### config.mk
export PLATFORM = sky130hd
export DESIGN_NAME = frac_tick_gen
export DESIGN_NICKNAME = d
export VERILOG_FILES = /design/src/rtl/ftg_pkg.sv /design/src/rtl/ftg_divider.sv /design/src/rtl/ftg_bit_phase.sv /design/src/rtl/frac_tick_gen.sv
export SDC_FILE = /design/constraint.sdc
export NUM_CORES = 1
export LEC_CHECK = 0
export CELL_PAD_IN_SITES_DETAIL_PLACEMENT = 0
export CELL_PAD_IN_SITES_GLOBAL_PLACEMENT = 1
export CORE_MARGIN = 10
export CORE_UTILIZATION = 35
export DETAILED_ROUTE_END_ITERATION = 8
export DONT_BUFFER_PORTS = 1
export GPL_TIMING_DRIVEN = 1
export PLACE_DENSITY = 0.54
export SYNTH_ARGS = -nofsm -noshare
export SYNTH_HDL_FRONTEND = slang
export SYNTH_SLANG_ARGS = --single-unit
### constraint.sdc
create_clock -name clk -period 1.7 [get_ports clk]
set_input_delay 0.17 -clock clk [delete_from_list [all_inputs] [get_ports clk]]
set_output_delay 0.17 -clock clk [all_outputs]
set_load 0.03 [all_outputs]
### src/rtl/ftg_pkg.sv
package ftg_pkg;

  typedef enum logic {
    BIT_EVEN = 1'b0,
    BIT_ODD  = 1'b1
  } bit_parity_e;

  function automatic int unsigned max_u(input int unsigned a, input int unsigned b);
    return (a > b) ? a : b;
  endfunction

endpackage

### src/rtl/ftg_divider.sv
module ftg_divider
  import ftg_pkg::*;
#(
  parameter int unsigned DIV_EVEN = 108,
  parameter int unsigned DIV_ODD  = 109
) (
  input  logic        clk,
  input  logic        rst_n,
  input  logic        en,
  input  bit_parity_e parity,
  output logic        wrap,
  output logic        tick
);

  localparam int unsigned DIV_MAX = max_u(DIV_EVEN, DIV_ODD);
  localparam int unsigned CNT_W   = $clog2(DIV_MAX);
  localparam logic [CNT_W-1:0] LAST_EVEN = CNT_W'(DIV_EVEN - 1);
  localparam logic [CNT_W-1:0] LAST_ODD  = CNT_W'(DIV_ODD - 1);
  localparam logic [CNT_W-1:0] LAST_MAX  = CNT_W'(DIV_MAX - 1);

  logic [CNT_W-1:0] cnt_q, cnt_d;
  logic [CNT_W-1:0] last_sel;
  logic             tick_q, tick_d;

  // next-state
  always_comb begin
    last_sel = (parity == BIT_ODD) ? LAST_ODD : LAST_EVEN;
    wrap     = en && (cnt_q == last_sel);
    cnt_d    = cnt_q;
    tick_d   = 1'b0;
    if (en) begin
      if (wrap) begin
        cnt_d  = '0;
        tick_d = 1'b1;
      end else begin
        cnt_d = cnt_q + 1'b1;
      end
    end
  end

  // registers
  always_ff @(posedge clk or negedge rst_n) begin
    if (!rst_n) begin
      cnt_q  <= '0;
      tick_q <= 1'b0;
    end else begin
      cnt_q  <= cnt_d;
      tick_q <= tick_d;
    end
  end

  assign tick = tick_q;

  initial begin
    assert (DIV_EVEN >= 2 && DIV_ODD >= 2)
      else $error("divide values must be at least 2");
  end

  assert_tick_single_R2: assert property (@(posedge clk) disable iff (!rst_n)
    tick_q |=> !tick_q);

  assert_hold_when_off_R7: assert property (@(posedge clk) disable iff (!rst_n)
    !en |=> ($stable(cnt_q) && !tick_q));

  assert_cnt_range_R4: assert property (@(posedge clk) disable iff (!rst_n)
    cnt_q <= LAST_MAX);

endmodule

### src/rtl/ftg_bit_phase.sv
module ftg_bit_phase
  import ftg_pkg::*;
#(
  parameter int unsigned OVERSAMPLE = 8
) (
  input  logic        clk,
  input  logic        rst_n,
  input  logic        adv,
  input  logic        tick_seen,
  output bit_parity_e parity,
  output logic        bit_stb
);

  localparam int unsigned PH_W = $clog2(OVERSAMPLE);
  localparam logic [PH_W-1:0] PH_LAST = PH_W'(OVERSAMPLE - 1);

  logic [PH_W-1:0] phase_q, phase_d;
  bit_parity_e     parity_q, parity_d;
  logic            bstb_q, bstb_d;

  // next-state
  always_comb begin
    phase_d  = phase_q;
    parity_d = parity_q;
    bstb_d   = 1'b0;
    if (adv) begin
      if (phase_q == PH_LAST) begin
        phase_d  = '0;
        bstb_d   = 1'b1;
        parity_d = (parity_q == BIT_EVEN) ? BIT_ODD : BIT_EVEN;
      end else begin
        phase_d = phase_q + 1'b1;
      end
    end
  end

  // registers
  always_ff @(posedge clk or negedge rst_n) begin
    if (!rst_n) begin
      phase_q  <= '0;
      parity_q <= BIT_EVEN;
      bstb_q   <= 1'b0;
    end else begin
      phase_q  <= phase_d;
      parity_q <= parity_d;
      bstb_q   <= bstb_d;
    end
  end

  assign parity  = parity_q;
  assign bit_stb = bstb_q;

  initial begin
    assert (OVERSAMPLE >= 2 && (OVERSAMPLE & (OVERSAMPLE - 1)) == 0)
      else $error("oversampling factor must be a power of two >= 2");
  end

  assert_bit_with_tick_R8: assert property (@(posedge clk) disable iff (!rst_n)
    bstb_q |-> tick_seen);

  assert_parity_flip_R5: assert property (@(posedge clk) disable iff (!rst_n)
    bstb_q |-> (parity_q != $past(parity_q)));

  assert_phase_hold_R7: assert property (@(posedge clk) disable iff (!rst_n)
    !adv |=> ($stable(phase_q) && $stable(parity_q)));

endmodule

### src/rtl/frac_tick_gen.sv
module frac_tick_gen
  import ftg_pkg::*;
#(
  parameter int unsigned DIV_EVEN   = 108,
  parameter int unsigned DIV_ODD    = 109,
  parameter int unsigned OVERSAMPLE = 8,
  parameter bit          HAS_BIT_STB = 1'b1
) (
  input  logic clk,
  input  logic rst_n,
  input  logic en,
  output logic tick,
  output logic bit_stb
);

  bit_parity_e parity;
  logic        wrap;
  logic        tick_i;
  logic        bstb_i;

  ftg_divider #(
    .DIV_EVEN (DIV_EVEN),
    .DIV_ODD  (DIV_ODD)
  ) u_div (
    .clk    (clk),
    .rst_n  (rst_n),
    .en     (en),
    .parity (parity),
    .wrap   (wrap),
    .tick   (tick_i)
  );

  ftg_bit_phase #(
    .OVERSAMPLE (OVERSAMPLE)
  ) u_phase (
    .clk       (clk),
    .rst_n     (rst_n),
    .adv       (wrap),
    .tick_seen (tick_i),
    .parity    (parity),
    .bit_stb   (bstb_i)
  );

  assign tick = tick_i;

  generate
    if (HAS_BIT_STB) begin : g_bstb
      assign bit_stb = bstb_i;
    end else begin : g_no_bstb
      assign bit_stb = 1'b0;
    end
  endgenerate

endmodule

==> results_dict.tcl <==
set metrics [dict create \
    dp_hpwl_um 853 \
    worstPathMaxFanout 6 \
    setup_viol 0 \
    critPathKind "flop to flop" \
    ys_types 23 \
    yosysMostFrequentCell "dfrtp_1" \
    numPortBuffers 0 \
    cts_resized 0 \
    synthFlopType "dfrtp_1" \
    status "finished clean" \
    start_kind "flop" \
    drc_errors 0 \
    wl_per_cell_um 13.3 \
    syn_inst 54 \
    avgViaCountPerCell 4.93 \
    worstPathArrival_ns 1.71 \
    crit_chain "nor4bb_2 > o211a_1 > mux2_2" \
    clockRootBuffer "clkbuf_4" \
    fp.dieH_um 62.5 \
    crit_required_ns 1.85 \
    place.gp.congestion 0.748 \
    synth-seq-cells 13 \
    crit_family "flip-flops" \
    fmax_mhz 640 \
    synth_seq_area_share 0.515 \
    relSlewSlack 0.606 \
    drive_gt1_frac 0.164 \
    rsz0062_at_grt "no" \
    grt_start_max_net_pins 14 \
    ant_nets 0 \
    place_area_um2 669 \
    start_util 0.366 \
    synth_area_per_cell_um2 11.7 \
    critPathLaunch "u_div.cnt_q[2]" \
    grt_pass1_vias 466 \
    hold_violations 0 \
    num_vias 424 \
    period_share 0.919 \
    clk_pin_slew_ns 0.08 \
    finalNonFillerCells 86 \
    fp.dieW_um 62.5 \
    r2r_start "u_div.cnt_q[2]" \
    boundaryPins 5 \
    yosys.area.top_type_share 0.515 \
    htreeDepth 1 \
    n_fill_cell 170 \
    cts.sinks 13 \
    antenna_found_initial 0 \
    async_flop_share 1.00 \
    drt_pass1_iterations 4 \
    regToRegSetupSlack_ns 0.14 \
    synth_area_um2 632 \
    peakVddDrop_mv 0.431 \
    grt_remaining_overflow 0 \
    yosys-top-cells-count "dfrtp_1, nand2_1, nor2_1" \
    yosys-top-cells-area "dfrtp_1, ha_1, mux2_4, xor2_1, nand4_1" \
    drt-initial-drc-count 6 \
    reg2reg_to "u_phase.phase_q[2]" \
    area_growth_pct 13.3 \
    slew_violations 0 \
    synth_edf_count 0 \
    yosysTopAreaCell "dfrtp_1" \
    grt_pass1_wl_mm 2.07 \
    cap_violations 0 \
    cts_buffers 3 \
    fin_worst_skew_ns 0.00515 \
    nets 68 \
    r2r_cells 3 \
    crit_cells 3 \
    cts_hold_buf 2 \
    core_mm2 0.00173 \
    stdcell_area_um2 716 \
    clkLatencyLatePin_ns 0.27 \
    grt.total_usage 0.0670 \
    antennaDiodeCount 0 \
    p_leak_uw 0.000355 \
    row_count 15 \
    cp-end-kind "flop" \
    post-cts-setup-buffers 0 \
    cp_slowest_cell "dfrtp_1" \
    min_path_type "input pin to flop" \
    min_period_ns 1.56 \
    syn-num-nets 60 \
    ys_warn_count 0 \
    tns_ns 0 \
    dieArea_mm2 0.00391 \
    powerDensity_mw_per_mm2 1090 \
    dp_cells 80 \
    cts.path.max_buffers 2 \
    cp_slowest_stage_delay_ns 0.45 \
    wl_mm 1.14 \
    cts_tree "built" \
    cp-endpoint "u_phase.phase_q[2]" \
    worst_pin_slew_ns 0.588 \
    p_total_uw 780 \
    cp_num_buf_inv 0 \
]
==> metrics by stage <==
stage / utilization / setup slack [ns] / hold slack, ns
6_report: 0.414 / 0.137 / 0.0366
2_1_floorplan: - / 0.246 / -0.126
5_1_grt: 0.414 / 0.0898 / 0.0245
3_3_place_gp: 0.388 / 0.218 / -0.125
4_1_cts: 0.414 / 0.144 / 0.0261
3_5_place_dp: 0.388 / 0.164 / -0.125
==> cell type report <==
type | instances | area [um^2] | share of cell area
Sequential cell | 13 | 325 | 0.455
Multi-Input combinational cell | 37 | 283 | 0.395
Timing Repair Buffer | 5 | 42.5 | 0.0594
Tap cell | 25 | 31.3 | 0.0437
Clock buffer | 4 | 26.3 | 0.0367
Inverter | 2 | 7.51 | 0.0105
==> cells in the final DEF (no fill, tap or decap) <==
cell,Yosys,layout
dfrtp_1,13,13
nor2_1,4,4
nand2_1,4,4
o21ai_0,3,3
nand4_1,3,3
xor2_1,3,3
ha_1,3,3
clkbuf_4,0,3
buf_4,0,3
inv_1,2,2
nand2b_1,2,2
mux2_4,2,2
or3_1,2,2
a21oi_1,2,2
dlygate4sd3_1,0,2
and4bb_1,1,1
nor4bb_2,1,1
and4b_1,1,1
o211a_1,1,1
o2111ai_1,1,1
nor2b_1,1,1
xnor2_1,1,1
mux2_2,1,1
o22ai_1,1,1
clkbuf_1,0,1
==> kinds of logic after synthesis <==
logic type      share of synthesized area
compound gates                     0.0792
flops                               0.515
simple gates                        0.188
mux                                0.0653
buf+inv                            0.0376
fa+ha+maj                          0.0594
xor+xnor                           0.0555
==> layer usage <==
layer | wire, um | track usage
met1 | 498 | 0.0665
met2 | 561 | 0.110
met3 | 68 | 0.0323
met4 | 13 | 0.0419
met5 | 0 | 0
==> where the power goes <==
part	internal, uW	total [uW]	switching, uW
sequential	367	430	62.5
clock	90.7	187	96.0
combinational	84.4	163	78.8
==> flip-flops by register name, summed over array words and instances, names as in the netlist <==
signal and cells:
u_div.tick 1, u_div.cnt_q 7, u_phase.phase_q 3, u_phase.bit_stb 1
u_phase.parity 1
==> worst min-delay path by stage <==
stage               start              to  slack, ns  depth (start not counted)
floorplan           rst_n  u_div.cnt_q[0]      -0.13                          0
CTS                    en  u_div.cnt_q[1]       0.03                          2
global placement    rst_n  u_div.cnt_q[5]      -0.13                          0
detailed placement  rst_n  u_div.cnt_q[6]      -0.13                          0
finish                 en  u_div.cnt_q[1]       0.04                          2
global route           en  u_div.cnt_q[1]       0.02                          2
No activity file was read; power rests on OpenSTA's default activity.
